File: src/rtl/cvc_pkg.sv
// Shared types and command codes for the converter command controller.
// Assumes 8-bit command frames; upper two bits 01/10 mark register writes/reads.
package cvc_pkg;

    typedef enum logic [1:0] {
        M_STBY = 2'd0,
        M_CONV = 2'd1,
        M_PDN  = 2'd2,
        M_SETL = 2'd3
    } mode_e;

    localparam logic [7:0] OP_RESET = 8'h01;
    localparam logic [7:0] OP_WAKE  = 8'h02;
    localparam logic [7:0] OP_PDN   = 8'h04;
    localparam logic [7:0] OP_START = 8'h08;
    localparam logic [7:0] OP_STOP  = 8'h0A;
    localparam logic [7:0] OP_CAL   = 8'h0C;

    localparam logic [1:0] KIND_WR = 2'b01;
    localparam logic [1:0] KIND_RD = 2'b10;

endpackage

File: src/rtl/cvc_spi_slave.sv
// SPI mode-0 byte receiver/transmitter running on the core clock.
// Assumes SCK half-period of at least four core cycles; inputs are
// double-flopped here. Raising chip-select clears any partial byte.
module cvc_spi_slave #(
    parameter int BYTE_W = 8
) (
    input  logic              clk,
    input  logic              rst_n,
    input  logic              cs_n,
    input  logic              sck,
    input  logic              mosi,
    output logic              miso,
    output logic              rx_vld,
    output logic [BYTE_W-1:0] rx_byte,
    output logic [1:0]        rx_idx,
    input  logic              tx_load,
    input  logic [BYTE_W-1:0] tx_data
);
    localparam int CW = $clog2(BYTE_W);
    localparam logic [CW-1:0] LAST = CW'(BYTE_W - 1);

    logic [1:0]        cs_m, sck_m, mo_m;
    logic              sck_d;
    logic              cs_s, rise, fall;
    logic [CW-1:0]     cnt;
    logic [BYTE_W-1:0] sh, tx_sh;
    logic [1:0]        idx;

    // Two-flop synchronizers and SCK edge history.
    always_ff @(posedge clk) begin
        if (!rst_n) begin
            cs_m  <= 2'b11;
            sck_m <= 2'b00;
            mo_m  <= 2'b00;
            sck_d <= 1'b0;
        end else begin
            cs_m  <= {cs_m[0], cs_n};
            sck_m <= {sck_m[0], sck};
            mo_m  <= {mo_m[0], mosi};
            sck_d <= sck_m[1];
        end
    end

    assign cs_s = cs_m[1];
    assign rise = ~cs_s & sck_m[1] & ~sck_d;
    assign fall = ~cs_s & ~sck_m[1] & sck_d;

    // Shift in on rising edges and report each completed byte with its index.
    always_ff @(posedge clk) begin
        if (!rst_n) begin
            cnt <= '0; sh <= '0; idx <= '0;
            rx_vld <= 1'b0; rx_byte <= '0; rx_idx <= '0;
        end else begin
            rx_vld <= 1'b0;
            if (cs_s) begin
                cnt <= '0;
                idx <= '0;
            end else if (rise) begin
                sh <= {sh[BYTE_W-2:0], mo_m[1]};
                if (cnt == LAST) begin
                    cnt     <= '0;
                    rx_vld  <= 1'b1;
                    rx_byte <= {sh[BYTE_W-2:0], mo_m[1]};
                    rx_idx  <= idx;
                    if (idx != 2'd3) idx <= idx + 2'd1;
                end else begin
                    cnt <= cnt + 1'b1;
                end
            end
        end
    end

    // Output shifter: loaded after a read command, advanced on falling edges inside a byte.
    always_ff @(posedge clk) begin
        if (!rst_n)                  tx_sh <= '0;
        else if (tx_load)            tx_sh <= tx_data;
        else if (fall && cnt != '0)  tx_sh <= {tx_sh[BYTE_W-2:0], 1'b0};
        else if (cs_s)               tx_sh <= '0;
    end

    assign miso = ~cs_s & tx_sh[BYTE_W-1];

    a_r3_cs_abort: assert property (@(posedge clk) disable iff (!rst_n)
        cs_s |=> (cnt == '0));
    a_r3_single_pulse: assert property (@(posedge clk) disable iff (!rst_n)
        rx_vld |=> !rx_vld);

endmodule

File: src/rtl/cvc_mode_fsm.sv
// Operating-mode state machine with settling timer.
// Assumes cmd_vld pulses once per completed command byte. A START or
// CALIBRATE seen while settling is held and applied when the timer ends.
module cvc_mode_fsm
    import cvc_pkg::*;
#(
    parameter int SETTLE_CYC = 12500
) (
    input  logic       clk,
    input  logic       rst_n,
    input  logic       cmd_vld,
    input  logic [7:0] cmd,
    output mode_e      mode
);
    localparam int TW = $clog2(SETTLE_CYC + 1);
    localparam logic [TW-1:0] TLAST = TW'(SETTLE_CYC - 1);

    mode_e         st;
    logic [TW-1:0] tmr;
    logic          pend;
    logic          go, halt, pdn, wake, rst_cmd;

    assign go      = cmd_vld && (cmd == OP_START || cmd == OP_CAL);
    assign halt    = cmd_vld && cmd == OP_STOP;
    assign pdn     = cmd_vld && cmd == OP_PDN;
    assign wake    = cmd_vld && cmd == OP_WAKE;
    assign rst_cmd = cmd_vld && cmd == OP_RESET;

    // Mode transitions, settling count and pending-start bookkeeping.
    always_ff @(posedge clk) begin
        if (!rst_n) begin
            st <= M_SETL; tmr <= '0; pend <= 1'b0;
        end else begin
            unique case (st)
                M_SETL: begin
                    if (pdn) begin
                        st <= M_PDN; pend <= 1'b0;
                    end else if (tmr == TLAST) begin
                        st   <= (pend || go) ? M_CONV : M_STBY;
                        tmr  <= '0;
                        pend <= 1'b0;
                    end else begin
                        tmr <= tmr + 1'b1;
                        if (go)                  pend <= 1'b1;
                        else if (halt || rst_cmd) pend <= 1'b0;
                    end
                end
                M_STBY: begin
                    if (go)       st <= M_CONV;
                    else if (pdn) st <= M_PDN;
                end
                M_CONV: begin
                    if (pdn)                   st <= M_PDN;
                    else if (halt || rst_cmd)  st <= M_STBY;
                end
                M_PDN: begin
                    if (wake) begin
                        st <= M_SETL; tmr <= '0;
                    end
                end
                default: st <= M_STBY;
            endcase
        end
    end

    assign mode = st;

    a_r6_pdn_hold: assert property (@(posedge clk) disable iff (!rst_n)
        (st == M_PDN && !wake) |=> st == M_PDN);
    a_r4_stby_idle: assert property (@(posedge clk) disable iff (!rst_n)
        (st == M_STBY && !cmd_vld) |=> st == M_STBY);
    a_r2_no_early_exit: assert property (@(posedge clk) disable iff (!rst_n)
        (st == M_SETL && tmr != TLAST && !pdn) |=> st == M_SETL);

endmodule

File: src/rtl/cvc_regfile.sv
// Configuration registers, result holder and data-ready flag.
// Assumes mode comes from the mode FSM; applies the filter-register lock,
// power-down write/reset blocking and strobe acceptance only in conversion.
module cvc_regfile
    import cvc_pkg::*;
#(
    parameter int           DW       = 8,
    parameter int           NREG     = 4,
    parameter int           AW       = 6,
    parameter int           FILT_IDX = 1,
    parameter logic [DW-1:0] FILT_DEF = 8'h05
) (
    input  logic                    clk,
    input  logic                    rst_n,
    input  mode_e                   mode,
    input  logic                    soft_rst,
    input  logic                    wr_en,
    input  logic [AW-1:0]           wr_addr,
    input  logic [DW-1:0]           wr_data,
    input  logic                    rd_clr,
    input  logic                    smp_stb,
    input  logic [DW-1:0]           smp_data,
    output logic [NREG-1:0][DW-1:0] regs,
    output logic [DW-1:0]           result,
    output logic                    drdy_n
);
    localparam logic [AW-1:0] NREG_A = AW'(NREG);
    localparam logic [AW-1:0] FILT_A = AW'(FILT_IDX);

    logic wr_ok, rst_ok, take;

    assign rst_ok = soft_rst && mode != M_PDN;
    assign wr_ok  = wr_en && mode != M_PDN && wr_addr < NREG_A &&
                    !(mode == M_CONV && wr_addr == FILT_A);
    assign take   = smp_stb && mode == M_CONV;

    for (genvar g = 0; g < NREG; g++) begin : g_reg
        localparam logic [DW-1:0] DFLT = (g == FILT_IDX) ? FILT_DEF : '0;
        // One configuration register: default on any reset, else accepted write.
        always_ff @(posedge clk) begin
            if (!rst_n || rst_ok)                     regs[g] <= DFLT;
            else if (wr_ok && wr_addr == AW'(g))      regs[g] <= wr_data;
        end
    end

    // Result capture and active-low data-ready handshake.
    always_ff @(posedge clk) begin
        if (!rst_n || rst_ok) begin
            result <= '0; drdy_n <= 1'b1;
        end else if (take) begin
            result <= smp_data; drdy_n <= 1'b0;
        end else if (rd_clr) begin
            drdy_n <= 1'b1;
        end
    end

    a_r8_filt_lock: assert property (@(posedge clk) disable iff (!rst_n)
        (mode == M_CONV && wr_en && wr_addr == FILT_A && !soft_rst) |=> $stable(regs[FILT_IDX]));
    a_r9_pdn_keep: assert property (@(posedge clk) disable iff (!rst_n)
        (mode == M_PDN) |=> $stable(regs));
    a_r11_rdy_idle: assert property (@(posedge clk) disable iff (!rst_n)
        (mode != M_CONV && drdy_n) |=> drdy_n);
    a_r12_read_clears: assert property (@(posedge clk) disable iff (!rst_n)
        (rd_clr && !take) |=> drdy_n);

endmodule

File: src/rtl/cvc_core.sv
// Top of the converter command controller: SPI framing, command decode,
// mode FSM and register file. Assumes core clock >= 8x SPI clock.
module cvc_core
    import cvc_pkg::*;
#(
    parameter int CORE_KHZ  = 50000,
    parameter int SETTLE_US = 250,
    parameter int NREG      = 4,
    parameter int DW        = 8
) (
    input  logic          clk,
    input  logic          rst_n,
    input  logic          spi_cs_n,
    input  logic          spi_sck,
    input  logic          spi_mosi,
    output logic          spi_miso,
    input  logic          smp_stb,
    input  logic [DW-1:0] smp_data,
    output logic          drdy_n,
    output logic [1:0]    pwr_mode
);
    localparam int SETTLE_CYC = CORE_KHZ * SETTLE_US / 1000;
    localparam int AW  = 6;
    localparam int RIW = (NREG > 1) ? $clog2(NREG) : 1;
    localparam logic [AW-1:0] RES_ADDR = 6'h20;
    localparam logic [AW-1:0] NREG_A   = AW'(NREG);

    logic                    rx_vld, tx_load, cmd_vld, dat_vld, wr_en, rd_clr, soft_rst;
    logic [7:0]              rx_byte, cmd_q, tx_data;
    logic [1:0]              rx_idx;
    logic [AW-1:0]           rd_addr;
    mode_e                   mode;
    logic [NREG-1:0][DW-1:0] regs;
    logic [DW-1:0]           result;

    cvc_spi_slave #(.BYTE_W(8)) u_spi (
        .clk(clk), .rst_n(rst_n), .cs_n(spi_cs_n), .sck(spi_sck), .mosi(spi_mosi),
        .miso(spi_miso), .rx_vld(rx_vld), .rx_byte(rx_byte), .rx_idx(rx_idx),
        .tx_load(tx_load), .tx_data(tx_data)
    );

    assign cmd_vld = rx_vld && rx_idx == 2'd0;
    assign dat_vld = rx_vld && rx_idx == 2'd1;

    // Hold the command byte so the following data byte can be routed.
    always_ff @(posedge clk) begin
        if (!rst_n)       cmd_q <= '0;
        else if (cmd_vld) cmd_q <= rx_byte;
    end

    assign wr_en    = dat_vld && cmd_q[7:6] == KIND_WR;
    assign soft_rst = cmd_vld && rx_byte == OP_RESET;
    assign rd_addr  = rx_byte[5:0];
    assign tx_load  = cmd_vld && rx_byte[7:6] == KIND_RD;
    assign rd_clr   = tx_load && rd_addr == RES_ADDR && mode != M_PDN;

    // Select the byte shifted out after a read command.
    always_comb begin
        if (mode == M_PDN)            tx_data = '0;
        else if (rd_addr == RES_ADDR) tx_data = result;
        else if (rd_addr < NREG_A)    tx_data = regs[rd_addr[RIW-1:0]];
        else                          tx_data = '0;
    end

    cvc_mode_fsm #(.SETTLE_CYC(SETTLE_CYC)) u_fsm (
        .clk(clk), .rst_n(rst_n), .cmd_vld(cmd_vld), .cmd(rx_byte), .mode(mode)
    );

    cvc_regfile #(.DW(DW), .NREG(NREG), .AW(AW), .FILT_IDX(1), .FILT_DEF(8'h05)) u_regs (
        .clk(clk), .rst_n(rst_n), .mode(mode), .soft_rst(soft_rst),
        .wr_en(wr_en), .wr_addr(cmd_q[5:0]), .wr_data(rx_byte), .rd_clr(rd_clr),
        .smp_stb(smp_stb), .smp_data(smp_data), .regs(regs), .result(result),
        .drdy_n(drdy_n)
    );

    assign pwr_mode = mode;

    a_r10_reset_to_stby: assert property (@(posedge clk) disable iff (!rst_n)
        (soft_rst && mode == M_CONV) |=> (pwr_mode == 2'd0 && drdy_n));

endmodule

File: config.mk
export PLATFORM = sky130hd
export DESIGN_NAME = cvc_core
export DESIGN_NICKNAME = d
export VERILOG_FILES = /design/src/rtl/cvc_pkg.sv /design/src/rtl/cvc_spi_slave.sv /design/src/rtl/cvc_mode_fsm.sv /design/src/rtl/cvc_regfile.sv /design/src/rtl/cvc_core.sv
export SDC_FILE = /design/constraint.sdc
export NUM_CORES = 1
export LEC_CHECK = 0
export CORE_MARGIN = 1.5
export CORE_UTILIZATION = 51
export CTS_CLUSTER_SIZE = 20
export DETAILED_ROUTE_END_ITERATION = 6
export PLACE_DENSITY = 0.8
export SLEW_MARGIN = 20
export SYNTH_ARGS = -nofsm -noshare
export SYNTH_HDL_FRONTEND = slang
export SYNTH_SLANG_ARGS = --single-unit
File: constraint.sdc
create_clock -name clk -period 2 [get_ports clk]
set_input_delay 0.5 -clock clk [delete_from_list [all_inputs] [get_ports clk]]
set_output_delay 0.5 -clock clk [all_outputs]
set_load 0.01 [all_outputs]
# == Yosys cells after proc, flatten, opt, wreduce, memory -nomap -nowiden ==
# Cells that the tools add are included.
# classes
addsub,3
magnitude_cmp,3
n_eq_ne,25
mux,29
bitwise_logic,10
n_reduce_logical,44
# ops
op,n
two-way mux 8 bit,7
two-way mux 14 bit,3
one-hot mux 14 bit (2 select lines),1
== test 8 x 4 -> 1 bit (second input constant),3
logical AND 1 bit,22
binary-select mux 8 bit (select 2 bit),1
adder 14 x 1 -> 14 bit (second input constant),1
== test 14 bit (second input constant),1
two-way mux 2 bit,7
== test 6 x 2 -> 1 bit (second input constant),2
less-than comparator 6 x 3 -> 1 bit (second input constant),2
!= test 3 x 1 -> 1 bit (second input constant),3
AND reduction 3 bit,3
== test 8 x 1 -> 1 bit (second input constant),1
== test 8 x 2 -> 1 bit (second input constant),1
== test 8 x 3 -> 1 bit (second input constant),1
two-way mux 1 bit,8
one-hot mux 2 bit (4 select lines),1
== test 2 x 1 -> 1 bit (second input constant),3
== test 2 bit (second input constant),3
== test 6 x 1 -> 1 bit (second input constant),1
== test 6 bit (second input constant),1
logical NOT 6 bit,1
!= test 2 bit (second input constant),3
other kinds (18),34
# totals
ff_bits,104
word_cells,135

# == Logic depth before layout (Yosys ltp) ==
# Gate-level depths: netlist (run 1).
# logic_depth
depth_word,8
mapped_depth,8

# == By module ==
# Synthesis (run 1) repeated with hierarchy kept, for this count alone.
# unflattened
cells_unflattened,553
area_unflattened_um2,4828.4
# modules_own_cells
module,instances,cells_per_inst,area_per_inst_um2,seq_area_each_um2
cvc_regfile,1,169,1535.2,820.8
cvc_spi_slave,1,172,1508.9,760.7
cvc_mode_fsm,1,133,1042.2,340.3
cvc_core,1,79,742.0,160.2

# == Worst setup path before layout (run 1) ==
# OpenSTA, ideal clock, no wires.
# synth_path
kind,register to register
start,reg u_fsm.st[0] (netlist: u_fsm.mode[0])
end,reg u_regs.regs[10] (netlist bit)
setup_ns,0.120
t_arrival_ns,1.736
required_time_ns,1.880
path_slack_ns,0.144
stages_incl_launch_ff,6
path_buffers,1
synth_period_minus_slack_ns,1.856
path_cell_list,dfxtp_1 > nand2b_1 > nand4_2 > or4_1 > buf_2 > a211o_1
# synth_via
elab_chain_len,5
# synth_rtl
item,line,text
from (decl),cvc_mode_fsm.sv:18,mode_e st;
from (signal assigned),cvc_mode_fsm.sv:39,st <= (pend || go) ? M_CONV : M_STBY;
!= test 2 bit or == test 2 x 1 -> 1 bit (tied branches),"cvc_regfile.sv:32, cvc_regfile.sv:33, cvc_regfile.sv:34",
"logical AND 1 bit, on equally long branches","cvc_regfile.sv:33, cvc_regfile.sv:34",
logical AND 1 bit or logical NOT 1 bit (tied branches),"cvc_regfile.sv:33, cvc_regfile.sv:34",
logical AND 1 bit,cvc_regfile.sv:33,assign wr_ok = wr_en && mode != M_PDN && wr_addr < NREG_A &&
logical AND 1 bit,cvc_regfile.sv:42,else if (wr_ok && wr_addr == AW'(g)) regs[g] <= wr_data;
"to (signal, indexed assignment)",cvc_regfile.sv:42,
to (decl),cvc_regfile.sv:23,"output logic [NREG-1:0][DW-1:0] regs,"
# Several ways; a longest one is shown, not always the timed one.
# A chain may end at the register's enable or synchronous reset.

# == Worst setup path after layout (run 1) ==
# layout_path
start,reg u_spi.cs_m[1]
end,out spi_miso
# layout_via
elab_chain_len,2
# layout_rtl
item,line,text
from (decl),cvc_spi_slave.sv:22,"logic [1:0] cs_m, sck_m, mo_m;"
from (signal assigned),cvc_spi_slave.sv:37,"cs_m <= {cs_m[0], cs_n};"
NOT 1 bit,cvc_spi_slave.sv:81,assign miso = ~cs_s & tx_sh[BYTE_W-1];
bitwise AND 1 bit,cvc_spi_slave.sv:81,
to (decl),cvc_core.sv:16,"output logic spi_miso,"
# Every way passes these cells.

==> results by group, run 1 <==
Status
  • Outcome: complete, no violations

Global route
  • Largest net degree at the start of global routing: between 40 and 50
  • Initial antenna violation count: 0
  • First-pass GRT wire length: between 15,000 and 20,000 um
  • Number of global-route vias before repair: between 3,000 and 4,000
  • Total grt overflow: 0
  • Tot GR Track Use: 20.18%

Cells and area
  • Nets@finish: 540
  • Share of cells above drive strength 1: 14.45%
  • Cell area after layout: 0.005265 mm2
  • Most frequent cells in the layout: 103 x dfxtp_1, 65 x nor2_1, 51 x mux2i_1, 50 x nand2_1, 36 x buf_4
  • Antenna diode count: 0
  • Most common cell after layout, fill and taps aside: dfxtp_1
  • Area Growth Syn to Fin: 14.25%

Power
  • Net Switching: 0.7752 mW
  • Power share of the combinational group: under 10%
  • Max VDD drop: between 0.2 and 0.3 mV
  • P_int: roughly 2.6 mW
  • Sequential fraction of design power: between 60% and 70%
  • Total power draw: about 3.4 mW
  • Leak Pwr: between 1.5 and 2 nW
  • Pwr Density: ~650 mW/mm2
  • Clk network pwr share: a little over a third
  • Net Sw Frac: 22.74%

STA
  • Fin. Hold Viols: 0
  • Fin crit period: just under 2000 ps
  • Post-route setup TNS: 0 ps
  • RSZ-0062 raised after global routing: no
  • Period utilization: between 90% and 100%
  • Setup ws final: 62.99 ps
  • Worst Tran Pin Value: about 560 ps
  • Fmax: 516.3 MHz
  • Slew margin rel.: 62.62%
  • Setup Viol. Count Final: 0
  • Max Transition Viols Final: 0
  • Setup Skew: between 10 and 15 ps

Synth
  • Ys async rst share: 0%
  • Synth Flop Type: dfxtp_1
  • Area leader, netlist: dfxtp_1
  • Netlist cell types: 48
  • Average size of a mapped cell: 9.482 um2
  • Register area share after synthesis: between 40 and 50%
  • Net count after synthesis: 505
  • Top-area cell type share of the netlist area: a little under half
  • Synthesized flop and latch total: approximately 100
  • Mapped Cells: a little under 500
  • Yosys Warn Count: 0
  • Largest cells by area after synthesis: dfxtp_1 45%, mux2i_1 11%, nor2_1 5.3%
  • Mapped Area: ~0.0046 mm2
  • EDFF count, synth: 0

Route
  • Post-DRT Antenna Nets: 0
  • Routed vias: 3,512
  • DR WL/cell: between 10 and 15 um
  • DRT Pass-1 Iters: 4
  • First DRT Iteration DRCs: roughly 180
  • Vias per cell: between 5 and 6
  • # DRC: 0
  • Routed WL: 9276 um

Floorplan
  • Floorplan core area: a little under 0.009 mm2
  • Chip height: approximately 98 um
  • Number of cell rows: 34
  • Initial core utilization: a little over half
  • Die Area: 0.009615 mm2
  • I/O pin cnt: 18
  • DIE WIDTH: between 90 and 100 um

Critical path
  • CP required: approximately 1500 ps
  • Crit start category: flip-flop
  • Worst setup EP type: output pin
  • Crit Path Class: flip-flop to output pin
  • R2r worst-path depth: 5
  • Critical R2R Launch: u_fsm.mode[0]
  • Worst Path Arrival: around 1400 ps
  • CP Launch Point: u_spi.cs_m[1]
  • Crit path max fanout: 4

Clock tree
  • Clock Sinks: about 100
  • Num CTS Buffers: 9
  • Clk buf depth: 2
  • Later-pin clock latency in the skew report: approximately 360 ps
  • H-Tree Depth: 3
  • Clk root buf: clkbuf_8
  • Worst-path clk slew: approximately 100 ps
  • CTS tree: yes
  • # Post-CTS Setup Buffers: 0

Hold path
  • Hold path depth: 1
  • Worst hold path class: flip-flop to flip-flop
  • HP Start: u_spi.sck_m[0]

Place
  • RD Place Congestion: ~0.87
  • Detailed placement HPWL: approximately 6600 um
  • Placed instance area: approximately 0.0051 mm2
  • Pre-CTS setup slack: -37.45 ps
  • Port Buffers: 17

Flow run
  • Max cap viols: 0
[final cells by class]
class	count	area, um2
clock buffer	11	141.4
clock inverter	5	38.79
fill	719	3456
inverter	9	33.78
multi-input combinational	343	2372
sequential	104	2083
tap	108	135.1
timing repair buffer	54	460.4
[flip-flops by register name (all words and copies together) (netlist names), 3 cells and up]
signal,cells
cmd_q,8
u_fsm.tmr,14
u_regs.regs,32
u_regs.result,8
u_spi.cnt,3
u_spi.rx_byte,8
u_spi.sh,7
u_spi.tx_sh,8
[worst max-delay path: stages, from the launching register on]
cell	delay [ps]
dfxtp_2	370
nor2b_1	150
clkdlybuf4s50_1	550
[repair_timing]
item,4_1_cts,5_1_grt
resized for setup,1,1
pin swaps,0,0
hold buffers,0,0
setup endpoints to repair,12,1
[path summary, 6_finish.rpt]
check,end,slack [ps]
worst min register to register,u_spi.sck_m[1],430
worst max-delay path,spi_miso,60
worst min-delay path,u_spi.sck_m[1],430
worst max register to register,u_regs.regs[8],120
[stage by stage]
stage               hold WS [ps]  util [%]  instances
floorplan                  386.3         -        486
finish                     430.0     60.37        634
global route               456.7     60.37        634
global placement           388.0     58.25        618
CTS                        432.3     60.36        634
detailed placement         419.2     58.25        618
[cell families (layout without fill, tap and decap cells)]
| kind of cell | Yosys count | count (layout) | synth area share (%) |
|---|---|---|---|
| adders and majority gates | 5 | 5 | 1.358 |
| and+or+nand+nor | 195 | 195 | 21.99 |
| xor gates and xnor gates | 13 | 13 | 2.471 |
| muxes | 59 | 59 | 14.99 |
| DFF | 104 | 104 | 45.18 |
| AOI/OAI and AO/OA | 71 | 71 | 10.51 |
| buffers and inverters | 39 | 79 | 3.503 |
[metal layers]
| metal | track usage, % | vias to the layer above | wire [um] |
|---|---|---|---|
| li1 | - | 1753 | - |
| met1 | 26.88 | 1680 | 4490 |
| met2 | 32.20 | 68 | 4341 |
| met3 | 4.009 | 11 | 313 |
| met4 | 8.242 | 0 | 131 |
| met5 | 0 | - | 0 |
[cells in the mapped netlist, types with 9 or more instances]
cell type / instances
nor2_1: 65
a21boi_1: 17
mux2i_1: 51
nor2b_1: 20
inv_1: 9
dfxtp_1: 104
xor2_1: 12
buf_2: 12
nand2_1: 50
nand3_1: 12
clkbuf_1: 16
a21oi_1: 18
[power by group through the flow]
stage	logic [mW]	clock network, mW	registers [mW]
global placement	0.103	0	2.14
global route	0.113	1.33	2.09
CTS	0.106	1.24	2.09
finish	0.106	1.21	2.09
detailed placement	0.104	0	2.14
floorplan	0.0580	0	2.14
Power figures use the tool's default switching activity.
==> run 2: changes to the inputs <==
- HOLD_SLACK_MARGIN: not set -> 0.1
==> results of run 2 <==
No change in the layout: final DEF, timing and power equal those of run 1.
==> run 3: changes to the inputs <==
- CTS_BUF_LIST: not set -> sky130_fd_sc_hd__clkbuf_16
==> run 3 against run 2 <==
Against the previous run:
- non-clock buffer count grew 1
- global-route usage grew 0.83 points
- critical endpoint unchanged
- largest cell class unchanged
- critical path type unchanged
- worst setup slack gained 1.9 ps
- sequential share of layout area shrank 0.83 points
- largest power group unchanged
- clock skew shrank 2.7 ps
- design area grew 2.1%
==> results by group, run 3 (synthesis gave the netlist of run 1 again) <==
STA
  • Fmax: 516.8 MHz
  • Worst Tran Pin Value: about 540 ps
  • Fin crit period: just under 2000 ps
  • Max Transition Viols Final: 0
  • WHS: ~430 ps
  • Post-route setup TNS: 0 ps
  • Slew margin rel.: between 60% and 70%
  • Period utilization: 96.76%
  • RSZ-0062 raised after global routing: no
  • Setup Viol. Count Final: 0
  • Fin. Hold Viols: 0
  • Setup ws final: between 60 and 70 ps
  • Setup Skew: about 10 ps

Route
  • First DRT Iteration DRCs: ~170
  • # DRC: 0
  • Routed WL: slightly below 10,000 um
  • DRT Pass-1 Iters: 5
  • DR WL/cell: 15.34 um
  • Routed vias: approximately 3,600
  • Post-DRT Antenna Nets: 0
  • Vias per cell: ~5.7

Global route
  • Initial antenna violation count: 0
  • Largest net degree at the start of global routing: 42
  • Tot GR Track Use: a little over a fifth
  • Total grt overflow: 0
  • Number of global-route vias before repair: 3,470
  • First-pass GRT wire length: approximately 16,000 um

Cells and area
  • Fillers: between 600 and 700
  • Fin util: between 60% and 70%
  • Antenna diode count: 0
  • Cell area after layout: approximately 0.0054 mm2
  • Most common cell after layout, fill and taps aside: dfxtp_1
  • Layout Cells excl Fill: around 640
  • Area Growth Syn to Fin: 16.64%
  • Largest Register: u_regs.regs
  • Share of cells above drive strength 1: roughly 14%
  • Top flop regs: u_regs.regs (32), u_fsm.tmr (14)
  • Nets@finish: around 540
  • Most frequent cells in the layout: 104 x dfxtp_1, 65 x nor2_1, 51 x mux2i_1, 50 x nand2_1, 36 x buf_4
  • Max reg flops: 32

Place
  • Pre-CTS setup slack: -37.45 ps
  • RD Place Congestion: 0.8656
  • Port Buffers: 17
  • Placed cell count: ~620
  • Detailed placement HPWL: roughly 6600 um
  • Placed instance area: around 0.0051 mm2

Clock tree
  • CTS tree: yes
  • Clk buf depth: 2
  • Clock Sinks: ~100
  • Num CTS Buffers: 9
  • Worst-path clk slew: ~70 ps
  • Hold-fix buffers, CTS: 0
  • Later-pin clock latency in the skew report: between 300 and 400 ps
  • Clk root buf: clkbuf_16
  • H-Tree Depth: 3
  • # Post-CTS Setup Buffers: 0

Critical path
  • Worst setup EP type: output pin
  • Worst Path Arrival: about 1400 ps
  • Crit Path Class: flip-flop to output pin
  • CP required: around 1500 ps
  • Crit path max fanout: 4
  • Slowest stage cell on the critical path: clkdlybuf4s50_1
  • Buf+Inv Stages, Crit Path: 1
  • CP max stage delay: around 550 ps
  • Crit path cell chain: nor2b_1 > clkdlybuf4s50_1
  • Crit start category: flip-flop
  • CP delay by family, top: buffers and inverters

Power
  • Leak Pwr: ~2.0 nW
  • Total power draw: roughly 3.8 mW
  • Max VDD drop: about 0.47 mV
  • Pwr Density: between 700 and 800 mW/mm2

Status
  • Outcome: complete, no violations

Floorplan
  • Floorplan core area: around 0.0087 mm2
  • Number of cell rows: 34
  • Die Area: between 0.009 and 0.01 mm2
  • DIE WIDTH: 98.06 um
  • Initial core utilization: between 50 and 60%
  • Chip height: 98.06 um
  • I/O pin cnt: 18

Hold path
  • Worst hold path class: flip-flop to flip-flop

Flow run
  • Max cap viols: 0
==> run 3: worst paths after layout <==
path	startpoint	to	slack, ps	cells past startpoint
worst max-delay path	u_spi.cs_m[1]	spi_miso	60	2
worst min-delay path	u_spi.sck_m[0]	u_spi.sck_m[1]	430	1
worst max register to register	cmd_q[5]	u_regs.regs[8]	130	5
worst min register to register	u_spi.sck_m[0]	u_spi.sck_m[1]	430	1
==> run 3: final cells by class <==
class | instances | area [um2] | area share, %
Clock buffer | 9 | 225.2 | 4.190
Clock inverter | 7 | 46.29 | 0.8613
Inverter | 9 | 33.78 | 0.6285
Multi-Input combinational cell | 343 | 2387 | 44.41
Sequential cell | 104 | 2082 | 38.73
Tap cell | 108 | 135.1 | 2.514
Timing Repair Buffer | 55 | 465.4 | 8.659
==> run 3: where the power goes <==
part	switching [mW]	internal (mW)	total (mW)
registers	0.00867	2.08	2.09
clock network	0.775	0.845	1.62
logic	0.0500	0.0565	0.106
total	0.834	2.98	3.82
==> run 3: repair_timing <==
| item | CTS | global route |
|---|---|---|
| endpoints found under the setup margin | 12 | 7 |
| gates cloned | 0 | 1 |
| pin swaps | 0 | 0 |
| gates resized for setup | 1 | 4 |
==> run 3: metal layers <==
layer	global-route usage (%)	wire length, um
met4	8.462	165
met2	33.74	4554
met5	0	0
met3	4.366	510
met1	27.73	4508
